==> src/rtl/tmr_pkg.sv <==
package tmr_pkg;
    localparam int unsigned NUM_CH   = 3;
    localparam int unsigned ADDR_W   = 8;
    localparam int unsigned DATA_W   = 32;

    localparam logic [ADDR_W-1:0] OFS_LOAD  = 8'h00;
    localparam logic [ADDR_W-1:0] OFS_VALUE = 8'h04;
    localparam logic [ADDR_W-1:0] OFS_CTRL  = 8'h08;
    localparam logic [ADDR_W-1:0] OFS_CLEAR = 8'h0C;

    localparam logic [ADDR_W-1:0] FREE_LO_ADDR = 8'h60;
    localparam logic [ADDR_W-1:0] FREE_HI_ADDR = 8'h64;

    localparam int unsigned CTL_EN_BIT   = 7;
    localparam int unsigned CTL_PER_BIT  = 6;
    localparam int unsigned CTL_FAST_BIT = 3;
    localparam int unsigned FREE_EN_BIT  = 8;

    function automatic logic [ADDR_W-1:0] chan_base(input int idx);
        case (idx)
            0:       return 8'h00;
            1:       return 8'h20;
            default: return 8'h80;
        endcase
    endfunction
endpackage

==> src/rtl/tmr_chan.sv <==
module tmr_chan #(
    parameter int unsigned W = 16
) (
    input  logic                       clk,
    input  logic                       rst_n,
    input  logic                       tick_slow,
    input  logic                       tick_fast,
    input  logic                       load_we,
    input  logic                       ctrl_we,
    input  logic                       clr_we,
    input  logic [W-1:0]               load_wdata,
    input  logic                       ctrl_en,
    input  logic                       ctrl_per,
    input  logic                       ctrl_fast,
    output logic [tmr_pkg::DATA_W-1:0] val_word,
    output logic [tmr_pkg::DATA_W-1:0] load_word,
    output logic [tmr_pkg::DATA_W-1:0] ctrl_word,
    output logic                       underflow,
    output logic                       irq
);
    import tmr_pkg::*;

    typedef struct packed {
        logic [W-1:0] load;
        logic [W-1:0] val;
        logic         en;
        logic         per;
        logic         fast;
        logic         irq;
    } chan_st_t;

    chan_st_t st_d, st_q;
    logic     sel_tick;
    logic     uf_d;

    always_comb begin
        st_d     = st_q;
        uf_d     = 1'b0;
        sel_tick = st_q.fast ? tick_fast : tick_slow;
        if (st_q.en && sel_tick) begin
            if (st_q.val == '0) begin
                uf_d     = 1'b1;
                st_d.val = st_q.per ? st_q.load : '1;
            end else begin
                st_d.val = st_q.val - 1'b1;
            end
        end
        if (load_we) begin
            st_d.load = load_wdata;
            st_d.val  = load_wdata;
        end
        if (ctrl_we) begin
            st_d.en   = ctrl_en;
            st_d.per  = ctrl_per;
            st_d.fast = ctrl_fast;
        end
        if (clr_we) st_d.irq = 1'b0;
        if (uf_d)   st_d.irq = 1'b1;
    end

    always_ff @(posedge clk or negedge rst_n) begin
        if (!rst_n) st_q <= '0;
        else        st_q <= st_d;
    end

    always_comb begin
        val_word            = '0;
        val_word[W-1:0]     = st_q.val;
        load_word           = '0;
        load_word[W-1:0]    = st_q.load;
        ctrl_word               = '0;
        ctrl_word[CTL_EN_BIT]   = st_q.en;
        ctrl_word[CTL_PER_BIT]  = st_q.per;
        ctrl_word[CTL_FAST_BIT] = st_q.fast;
    end

    assign underflow = uf_d;
    assign irq       = st_q.irq;
endmodule

==> src/rtl/tmr_free.sv <==
module tmr_free #(
    parameter int unsigned FREE_W    = 40,
    parameter int unsigned FREE_LO_W = 32
) (
    input  logic                       clk,
    input  logic                       rst_n,
    input  logic                       tick,
    input  logic                       en_we,
    input  logic                       en_wdata,
    input  logic                       lo_rd,
    output logic [tmr_pkg::DATA_W-1:0] lo_word,
    output logic [tmr_pkg::DATA_W-1:0] hi_word,
    output logic [FREE_W-1:0]          cnt,
    output logic                       en
);
    import tmr_pkg::*;

    localparam int unsigned HI_W = FREE_W - FREE_LO_W;

    typedef struct packed {
        logic [FREE_W-1:0] cnt;
        logic [HI_W-1:0]   hi;
        logic              en;
    } free_st_t;

    free_st_t st_d, st_q;

    always_comb begin
        st_d = st_q;
        if (st_q.en && tick) st_d.cnt = st_q.cnt + 1'b1;
        if (en_we) begin
            st_d.en = en_wdata;
            if (!en_wdata) st_d.cnt = '0;
        end
        if (lo_rd) st_d.hi = st_q.cnt[FREE_W-1:FREE_LO_W];
    end

    always_ff @(posedge clk or negedge rst_n) begin
        if (!rst_n) st_q <= '0;
        else        st_q <= st_d;
    end

    always_comb begin
        lo_word              = '0;
        lo_word[FREE_LO_W-1:0] = st_q.cnt[FREE_LO_W-1:0];
        hi_word              = '0;
        hi_word[HI_W-1:0]    = st_q.hi;
        hi_word[FREE_EN_BIT] = st_q.en;
    end

    assign cnt = st_q.cnt;
    assign en  = st_q.en;
endmodule

==> src/rtl/tmr_bank.sv <==
module tmr_bank #(
    parameter int unsigned NARROW_W  = 16,
    parameter int unsigned WIDE_W    = 32,
    parameter int unsigned FREE_W    = 40,
    parameter int unsigned FREE_LO_W = 32
) (
    input  logic        clk,
    input  logic        rst_n,
    input  logic        tick_slow,
    input  logic        tick_fast,
    input  logic [7:0]  bus_addr,
    input  logic        bus_wr,
    input  logic        bus_rd,
    input  logic [31:0] bus_wdata,
    output logic [31:0] bus_rdata,
    output logic [2:0]  irq
);
    import tmr_pkg::*;

    typedef struct packed {
        logic [DATA_W-1:0] rdata;
    } bus_st_t;

    logic [DATA_W-1:0] ch_val  [NUM_CH];
    logic [DATA_W-1:0] ch_load [NUM_CH];
    logic [DATA_W-1:0] ch_ctrl [NUM_CH];
    logic [NUM_CH-1:0] uf;
    logic [DATA_W-1:0] free_lo, free_hi;
    logic [FREE_W-1:0] free_cnt;
    logic              free_en;
    logic [DATA_W-1:0] rd_mux;
    bus_st_t           bus_d, bus_q;

    for (genvar g = 0; g < NUM_CH; g++) begin : g_ch
        localparam int unsigned CW = (g == NUM_CH - 1) ? WIDE_W : NARROW_W;
        localparam logic [ADDR_W-1:0] BASE = chan_base(g);
        tmr_chan #(.W(CW)) u_chan (
            .clk        (clk),
            .rst_n      (rst_n),
            .tick_slow  (tick_slow),
            .tick_fast  (tick_fast),
            .load_we    (bus_wr && bus_addr == BASE + OFS_LOAD),
            .ctrl_we    (bus_wr && bus_addr == BASE + OFS_CTRL),
            .clr_we     (bus_wr && bus_addr == BASE + OFS_CLEAR),
            .load_wdata (bus_wdata[CW-1:0]),
            .ctrl_en    (bus_wdata[CTL_EN_BIT]),
            .ctrl_per   (bus_wdata[CTL_PER_BIT]),
            .ctrl_fast  (bus_wdata[CTL_FAST_BIT]),
            .val_word   (ch_val[g]),
            .load_word  (ch_load[g]),
            .ctrl_word  (ch_ctrl[g]),
            .underflow  (uf[g]),
            .irq        (irq[g])
        );
    end

    tmr_free #(.FREE_W(FREE_W), .FREE_LO_W(FREE_LO_W)) u_free (
        .clk      (clk),
        .rst_n    (rst_n),
        .tick     (tick_fast),
        .en_we    (bus_wr && bus_addr == FREE_HI_ADDR),
        .en_wdata (bus_wdata[FREE_EN_BIT]),
        .lo_rd    (bus_rd && bus_addr == FREE_LO_ADDR),
        .lo_word  (free_lo),
        .hi_word  (free_hi),
        .cnt      (free_cnt),
        .en       (free_en)
    );

    always_comb begin
        rd_mux = '0;
        for (int i = 0; i < NUM_CH; i++) begin
            if (bus_addr == chan_base(i) + OFS_LOAD)  rd_mux = ch_load[i];
            if (bus_addr == chan_base(i) + OFS_VALUE) rd_mux = ch_val[i];
            if (bus_addr == chan_base(i) + OFS_CTRL)  rd_mux = ch_ctrl[i];
        end
        if (bus_addr == FREE_LO_ADDR) rd_mux = free_lo;
        if (bus_addr == FREE_HI_ADDR) rd_mux = free_hi;
        bus_d = bus_q;
        if (bus_rd) bus_d.rdata = rd_mux;
    end

    always_ff @(posedge clk or negedge rst_n) begin
        if (!rst_n) bus_q <= '0;
        else        bus_q <= bus_d;
    end

    assign bus_rdata = bus_q.rdata;
endmodule

==> config.mk <==
export PLATFORM = sky130hd
export DESIGN_NAME = tmr_bank
export DESIGN_NICKNAME = d
export VERILOG_FILES = /design/src/rtl/tmr_pkg.sv /design/src/rtl/tmr_chan.sv /design/src/rtl/tmr_free.sv /design/src/rtl/tmr_bank.sv
export SDC_FILE = /design/constraint.sdc
export NUM_CORES = 1
export LEC_CHECK = 0
export BUFFER_PORTS_ARGS = -buffer_cell sky130_fd_sc_hd__buf_4
export CAP_MARGIN = 20
export CORE_AREA = 2 2 238 181
export DETAILED_ROUTE_END_ITERATION = 6
export DIE_AREA = 0 0 240 183
export PLACE_DENSITY = 0.42
export SLEW_MARGIN = 20
export SYNTH_ARGS = -nofsm -noshare
export SYNTH_HDL_FRONTEND = slang
export SYNTH_SLANG_ARGS = --single-unit
==> constraint.sdc <==
create_clock -name clk -period 4.06 [get_ports clk]
set_input_delay 0.203 -clock clk [delete_from_list [all_inputs] [get_ports clk]]
set_output_delay 0.203 -clock clk [all_outputs]
set_load 0.01 [all_outputs]
# Yosys cells after proc, flatten, opt, wreduce, memory -nomap -nowiden

Index checks and enable logic that the tools add are counted.

Reductions and logical operators: 25
Eq/ne operators: 13
Add/sub/neg operators: 4
Mux-type cells: 41

Operators by type and width:

| kind                                                | number |
|---|---|
| two-way mux 32 bit                                  | 9 |
| two-way mux 16 bit                                  | 14 |
| two-way mux 40 bit                                  | 3 |
| adder 40 x 1 -> 40 bit (second input constant)      | 1 |
| == test 8 x 6 -> 1 bit (second input constant)      | 4 |
| == test 8 bit (second input constant)               | 4 |
| logical NOT 16 bit                                  | 2 |
| logical NOT 32 bit                                  | 1 |
| subtractor 16 x 1 -> 16 bit (second input constant) | 2 |
| subtractor 32 x 1 -> 32 bit (second input constant) | 1 |
| == test 8 x 4 -> 1 bit (second input constant)      | 2 |
| == test 8 x 7 -> 1 bit (second input constant)      | 2 |
| logical AND 1 bit                                   | 15 |
| two-way mux 1 bit                                   | 15 |
| nonzero test 2 bit                                  | 6 |
| == test 8 x 3 -> 1 bit (second input constant)      | 1 |
| logical NOT 8 bit                                   | 1 |

Input bits: 46
Logic and storage cells: 105
Flip-flop bits (word level): 221
Output and inout port bits: 35

# Longest topological paths before layout

Gate-level depths: netlist (run 1).

Depth in word-level cells: 12
Depth in mapped cells: 9
Gate-level depth less buffers: 8

# Hierarchy

Synthesis (run 1) repeated with hierarchy kept, for this count alone.

Cells, all modules: 2032
Area total of the unflattened synthesis: 16666.0 um^2

By module, submodules not included:

| module                         | area an instance (um^2) | cells an instance | sequential area each (um^2) | times used |
|---|---|---|---|---|
| tmr_chan at g_ch[0].u_chan ... | 2464.9                  | 273               | 900.9                       | 2 |
| tmr_bank                       | 4793.3                  | 747               | 800.8                       | 1 |
| tmr_chan at g_ch[2].u_chan     | 3992.6                  | 426               | 1701.6                      | 1 |
| tmr_free                       | 2950.3                  | 313               | 1226.2                      | 1 |

# Worst setup path after synthesis (run 1)

No wires, ideal clock.

Kind: reg-to-reg
From: register g_ch[2].u_chan.st_q, in the netlist g_ch[2].u_chan.val_word[14]
To: register g_ch[2].u_chan.st_q, in the netlist g_ch[2].u_chan.val_word[10]
Cell stages (with the launch flop): 9
Setup slack: 1.251 ns
Data required time: 3.924 ns
Library setup time: 0.136 ns
Data arrival time: 2.673 ns
Period minus slack after synthesis: 2.809 ns
Path buffers: 3
Cells stage by stage: dfrtp_1 or4_1 buf_2 or4_4 or4_1 clkbuf_2 buf_6 o311ai_1 nand3_1

Cells in the longest elaborated chain, start to end: 4

RTL lines:

| what                     | RTL line       | text |
|---|---|---|
| start: declaration       | tmr_chan.sv:32 | `chan_st_t st_d, st_q;` |
| start signal: assignment | tmr_chan.sv:63 | `else st_q <= st_d;` |
| logical NOT 32 bit       | tmr_chan.sv:41 | `if (st_q.val == '0) begin` |
| two-way mux 32 bit       | tmr_chan.sv:41 |  |
| two-way mux 32 bit       | tmr_chan.sv:40 | `if (st_q.en && sel_tick) begin` |
| two-way mux 32 bit       | tmr_chan.sv:48 | `if (load_we) begin` |

Every way passes these cells. The select of a mux whose other input is x is not followed.
A chain may end at the register's enable or synchronous reset.

# Worst setup path after layout (run 1)

From: register g_ch[2].u_chan.st_q, in the netlist g_ch[2].u_chan.val_word[14]
To: register g_ch[2].u_chan.st_q, in the netlist g_ch[2].u_chan.val_word[8]

Same word-level chain as after synthesis.

==> impl_results.md, run 1 <==
* DR DRC count at 0
* First-pass GRT wire length at around 75000 um
* Pwr per Cell Area at 515 nW/um^2
* Slew Limit Fails at 0
* Sequential area share after synthesis at between 40% and 50%
* Syn nets at 1499
* Endpoints failing hold at 0
* Yosys warning count at 0
* Gate count of the mapped netlist at 1446
* Asr flop ratio synth at between 90% and 100%
* Largest net degree at the start of global routing at between 100 and 150
* Drt first pass iters at 7
* Top FF cell, synth: dfrtp_1
* Fillers at 4358
* Peak supply drop at 0.284 mV
* Post-DR wirelength/cell at 23.7 um
* Worst Setup End Kind: flip-flop
* # H-tree levels at 1
* Die W at 240 um
* Die height at 183 um
* Synth area leader: dfrtp_1
* Final core occ at 35.4%
* Mapped Area at 12400 um^2
* Dpl ws at 759 ps
* Starting Density at roughly 30%
* DRT Wirelength at 49900 um
* Total track usage at about 23%
* Worst path arrival time at 3810 ps
* EDFF count, synth at 0
* Hold Path Stages at 3
* Ant diodes at 0
* Total number of vias at 11.7k
* Root Driver: clkbuf_16
* F_max at 299 MHz
* Kind of critical path: reg2reg
* Max_cap viols at 0
* Layout cells sized above 1 at 13.0%
* Initial antenna violation count at 2
* Clk pin slew, worst setup/hold paths at ~60 ps
* CP startpoint kind: flip-flop
* Core Area at between 40000 and 50000 um^2
* Post-CTS setup buffers at 0
* CTS Sinks at 221
* Via-to-Cell Ratio at approximately 5.5
* Post-route ant nets at 0
* Worst R2R End: g_ch[2].u_chan.val_word[8]$_DFFE_PN0P_
* Worst Path Max Fanout at 24
* Outcome: finished, final reports clean
* DR iter-0 viols at 1302
* Clk_lat worst skew at 550 ps
* Leakage power at between 6 and 7 nW
* Final Wtd Congestion at just under 0.9
* Clock tree buffer depth at 3
* Final min period at 3340 ps
* Setup TNS at 0 ps
* FF-to-FF Start: g_ch[2].u_chan.val_word[14]$_DFFE_PN0P_
* Flop-to-flop setup slack at 720 ps
* Num CTS Buffers at 26
* Vias in the first global route at 11.0k
* Die area at 43900 um^2
* Final HPWL DP at 36000 um
* Nets at between 1.5k and 2k
* WHS Endpoint: u_free.cnt[1]$_DFF_PN0_
* Grt total ovfl at 0
* Post-CTS Hold Fix Bufs at 33
* Critical Path RT at 4530 ps
* Min-Delay Path Class: in2reg
* Post-route clock period utilization at 82.4%
* Post_cts resized at 0
* Io pins at 81
* Area growth syn-to-layout at 19.3%
* Endpoints failing setup at 0
* Clock Skews at 7.65 ps
* R2R cell count at 6
* Min-delay src: tick_fast
* Port bufs at 80
* Unique masters post-synth at 71
* CTS tree: yes
* RSZ-0062 raised after global routing: no
* Synth top area cells: dfrtp_1, nand2_1, nor2_1, a21oi_1, o21ai_0
* Slew HR at 31.6%
* Site Rows at 65
* Final setup margin at 716 ps
* Top cell type's share of synthesized area at 44.7%
* Worst-margin pin slew at between 1000 and 1500 ps
* #FFs+latches synth at 221
* Avg Synthesized Cell Area at roughly 8.6 um^2
## through the flow
| step | instances | total power [mW] | hold WS (ps) | instance area, um^2 |
|---|---|---|---|---|
| 2_1_floorplan | 1446 | 4.46 | -92.6 | 12400 |
| 3_3_place_gp | 2031 | 5.24 | 373 | 13600 |
| 3_5_place_dp | 2031 | 5.25 | 373 | 13600 |
| 4_1_cts | 2110 | 7.62 | 8.57 | 14800 |
| 5_1_grt | 2110 | 8.03 | 45.4 | 14800 |
| 6_report | 2110 | 7.60 | 22.6 | 14800 |
## cell families (layout without fill, tap and decap cells)
kind of cell,after synthesis,after routing,share of synthesized area (%)
AOI/OAI and AO/OA,338,338,18.4
muxes,32,32,2.84
buffers and inverters,122,217,3.94
DFF,221,221,44.7
adders and majority gates,7,7,0.708
xor gates and xnor gates,60,60,4.25
and+or+nand+nor,666,666,25.2
## state kept, by name, summed over array words and instances (netlist names)
register	flops
u_free.cnt	40
bus_rdata	32
g_ch.u_chan.irq	3
g_ch.u_chan.ctrl_word	9
u_free.en	1
u_free.hi_word	8
g_ch.u_chan.load_word	64
g_ch.u_chan.val_word	64
## routing by layer
metal | vias to the layer above | share of wire (%) | GRT usage (%)
met5 | - | 0 | 0
met4 | 0 | 1.4 | 3.50
met3 | 47 | 7.3 | 4.85
met2 | 396 | 40 | 30.9
met1 | 5846 | 51 | 36.6
li1 | 5393 | - | -
## cell usage in the layout, fill, tap and decap left out, types with 7 or more instances in the layout
cell type      count
o211ai_1          26
or4_1             20
or3_1             18
nand4_1           17
inv_1             24
dfrtp_1          221
o31ai_1           14
xor2_1            42
a222oi_1          22
and2_1             7
o311ai_0          18
nand2_1          283
clkbuf_16         27
clkbuf_1           9
a221oi_1           8
nor4_1            23
and3_1            10
o221ai_1          10
a21oi_1           84
buf_4            112
nand3b_1          10
ha_1               7
nor2_1           144
o21ai_0           83
a31oi_1           16
nor3_1            24
mux2_2            25
clkbuf_8           7
mux2i_1            7
dlygate4sd3_1     33
nand3_1           61
xnor2_1           18
## cell type report
cell class / instances / area (um^2) / share of cell area [%]
clock buffer: 43 / 806 / 5.46
clock inverter: 3 / 15.0 / 0.102
inverter: 24 / 90.1 / 0.611
multi-input combinational: 1103 / 6390 / 43.3
sequential: 221 / 5530 / 37.5
tap: 569 / 712 / 4.83
timing repair buffer: 147 / 1210 / 8.18
## worst max-delay path by stage
stage	start	to	slack, ps	cells past startpoint
floorplan	g_ch[2].u_chan.val_word[14]$_DFFE_PN0P_	g_ch[2].u_chan.val_word[10]$_DFFE_PN0P_	1250	8
global placement	g_ch[2].u_chan.val_word[14]$_DFFE_PN0P_	g_ch[2].u_chan.val_word[8]$_DFFE_PN0P_	780	6
finish	g_ch[2].u_chan.val_word[14]$_DFFE_PN0P_	g_ch[2].u_chan.val_word[8]$_DFFE_PN0P_	720	6
CTS	g_ch[2].u_chan.val_word[14]$_DFFE_PN0P_	g_ch[2].u_chan.val_word[8]$_DFFE_PN0P_	740	6
global route	g_ch[2].u_chan.val_word[14]$_DFFE_PN0P_	g_ch[2].u_chan.val_word[10]$_DFFE_PN0P_	580	5
detailed placement	g_ch[2].u_chan.val_word[14]$_DFFE_PN0P_	g_ch[2].u_chan.val_word[8]$_DFFE_PN0P_	760	6
## Yosys cell counts (5+ instances only)
library cell and number:
nand2_1 283, dfrtp_1 221, nor2_1 147, clkbuf_1 86, a21oi_1 84, o21ai_0 83
nand3_1 61, xor2_1 42, o211ai_1 26, mux2_2 25, nor3_1 25, nor4_1 25
inv_1 24, a222oi_1 22, or4_1 20, o311ai_0 18, or3_1 18, xnor2_1 18
nand4_1 17, a31oi_1 16, o31ai_1 14, and3_1 10, nand3b_1 10, o221ai_1 10
a221oi_1 8, and2_1 7, ha_1 7, mux2i_1 7, a211o_1 6, a211oi_1 6
nor2b_1 6, o41ai_1 6, nand2b_1 5, nor4b_1 5, o311ai_1 5, or4b_2 5
## critical path: stages, from the launching register on
cell	delay (ps)
dfrtp_1	460
or4_1	690
or4_4	570
or4_1	950
nand4_1	260
o311ai_0	140
o21ai_0	180
## where the power goes
part	internal, mW	total [mW]	switching, mW
Combinational	0.893	2.18	1.29
Sequential	2.52	3.11	0.587
Clock	1.34	2.32	0.977
Note: power is estimated with default switching activity, not from simulation.
==> run 2, diff against run 1 <==
Settings changed: PLACE_DENSITY 0.42 to 0.44.
Clock period 4.06 ns to 3.07 ns, I/O delays scaled along.
==> run 2 against run 1 <==
Register-to-register slack got worse by 510 ps. Design area up 2.4%. Fmax up 17%. Clock-buffer cell count down 4. Sequential share of layout area decreased by 0.88 points. Power increased by 40%. First-iteration DRC count rose by 16%. Critical path type unchanged. Largest cell class unchanged. Largest power group unchanged.
==> impl_results.md, run 2 (same netlist as run 1, synthesis figures left out) <==
* Comb pwr share at 30.0%
* Drt first pass iters at 7
* Routed wl met3 at 4960 um
* Final setup margin at between 200 and 250 ps
* RSZ-0062 raised after global routing: no
* Worst Path Max Fanout at 6
* DR iter-0 viols at 1509
* Worst Setup End Kind: flip-flop
* CTS Sinks at 221
* Storage cell area at between 5000 and 6000 um^2
* Dpl ws at 249 ps
* Core Area at 41600 um^2
* Psw at 3.90 mW
* Grt total ovfl at 0
* Endpoints failing setup at 0
* Final Wtd Congestion at 0.905
* Kind of critical path: reg2reg
* Die height at 183 um
* Critical Path RT at between 3000 and 4000 ps
* Most frequent cells in the layout: nand2_1, dfrtp_1, nor2_1, buf_4, a21oi_1
* Area growth syn-to-layout at 22.1%
* Post-route clock period utilization at 93.3%
* Port bufs at 80
* Final min period at roughly 2900 ps
* Clock tree buffer depth at 3
* CP peak stage delay at 690 ps
* Die area at 43900 um^2
* Internal at 6.77 mW
* Starting Density at 29.7%
* Fillers at 4324
* Met2 WL post-DR at approximately 20000 um
* Nets at approximately 1.6k
* FF-to-FF Start: g_ch[2].u_chan.val_word[16]$_DFFE_PN0P_
* DRT Wirelength at 49800 um
* R2R cell count at 6
* Io pins at 81
* Clk network pwr share at between 30% and 40%
* Post-CTS Hold Fix Bufs at 35
* Sw Share at 36.5%
* Die W at 240 um
* Endpoints failing hold at 0
* Ant diodes at 0
* Vias in the first global route at 11.3k
* Root Driver: clkbuf_16
* Met1 WL at around 24000 um
* Slowest cell on crit path: or4b_2
* Clock Skews at 22.8 ps
* Final HPWL DP at roughly 36000 um
* Worst-path cell chain: or4_1 > buf_4 > or4b_2 > or3_1 > or3_1 > a22oi_1
* Commonest non-fill, non-tap cell in the layout: nand2_1
* Post-CTS setup buffers at 0
* DR DRC count at 0
* Via-to-Cell Ratio at 5.58
* Leakage power at between 6 and 7 nW
* Multi-input gate area at 6390 um^2
* Worst R2R End: g_ch[2].u_chan.val_word[25]$_DFFE_PN0P_
* Origin of the worst setup path: g_ch[2].u_chan.val_word[16]$_DFFE_PN0P_
* Site Rows at 65
* Worst-margin pin slew at between 800 and 900 ps
* Pwr per Cell Area at 706 nW/um^2
* Post_cts resized at 0
* Flop-to-flop setup slack at just over 200 ps
* CTS tree: yes
* CP endpoint: g_ch[2].u_chan.val_word[25]$_DFFE_PN0P_
* First-pass GRT wire length at 75200 um
* Setup TNS at 0 ps
* # H-tree levels at 1
* Clk_lat worst skew at 570 ps
* Post-route ant nets at 0
* Top Metal Used: met4
* CP startpoint kind: flip-flop
* Total number of vias at ~12k
* Slew Limit Fails at 0
* Outcome: finished, final reports clean
* Initial antenna violation count at 1
* Slew HR at 44.6%
* Min-Delay Path Class: in2reg
* Worst path arrival time at 3350 ps
* Clk pin slew, worst setup/hold paths at approximately 60 ps
* Largest net degree at the start of global routing at slightly above 80
* F_max at between 300 and 400 MHz
* Most frequent CP cell: or3_1
* Num CTS Buffers at 27
* Peak supply drop at 0.424 mV
* Max_cap viols at 0
* Total track usage at between 20% and 30%
* Post-DR wirelength/cell at roughly 23 um
* Reg power frac at a little under two fifths
* Layout cells sized above 1 at between 10% and 20%
## run 2: cell types whose count changed in the layout (fill, tap and decap cells not counted), sizes merged
cell	previous run	this run
inv	24	25
buf	114	140
clkbuf	43	39
dlygate4sd3	33	35
bufinv	0	4
clkinvlp	0	2
## run 2: critical path, delay by kind of cell (launching register included)
family	cells	cell delay (ps)
and+or+nand+nor	4	1980
DFF	1	440
buffers and inverters	1	200
AOI/OAI and AO/OA	1	170
## run 2: area by class of cell
type / count / area share, %
multi-input cells: 1103 / 42.3
flip-flops and latches: 221 / 36.6
inverters: 24 / 0.596
clock buffers: 39 / 5.24
repair buffers: 175 / 9.49
well taps: 569 / 4.71
clock inverters: 10 / 1.05
## run 2: worst min path at each step
stage            from                                       to  depth (start not counted)
2_1_floorplan   rst_n                 bus_rdata[0]$_DFFE_PN0P_                          0
3_3_place_gp    rst_n   g_ch[0].u_chan.val_word[3]$_DFFE_PN0P_                          1
3_5_place_dp    rst_n  g_ch[0].u_chan.val_word[12]$_DFFE_PN0P_                          1
4_1_cts        bus_wr                    u_free.en$_DFFE_PN0P_                          3
5_1_grt        bus_wr                    u_free.en$_DFFE_PN0P_                          3
6_report       bus_wr                    u_free.en$_DFFE_PN0P_                          3
## run 2: per-layer routing
metal	up-vias	global-route usage [%]
li1	5462	-
met1	5956	35.9
met2	483	30.8
met3	49	5.73
met4	0	4.15
met5	-	0
## run 2: metrics by stage
step,std cells,area (um^2),power (mW),util (%),hold slack (ps)
finish,2141,15100,10.7,36.3,74.5
detailed placement,2057,13800,7.14,33.2,211
global placement,2057,13800,7.11,33.2,212
floorplan,1446,12400,5.90,-,-142
CTS,2141,15100,10.7,36.3,41.8
global route,2141,15100,11.3,36.3,56.6
## run 2: power by group through the flow
stage,combinational (mW),clock (mW),sequential [mW]
after floorplan,2.12,0,3.78
after global placement,3.07,0,4.04
after detailed placement,3.10,0,4.04
after CTS,3.16,3.52,3.99
after global routing,3.55,3.64,4.07
final,3.20,3.45,4.02
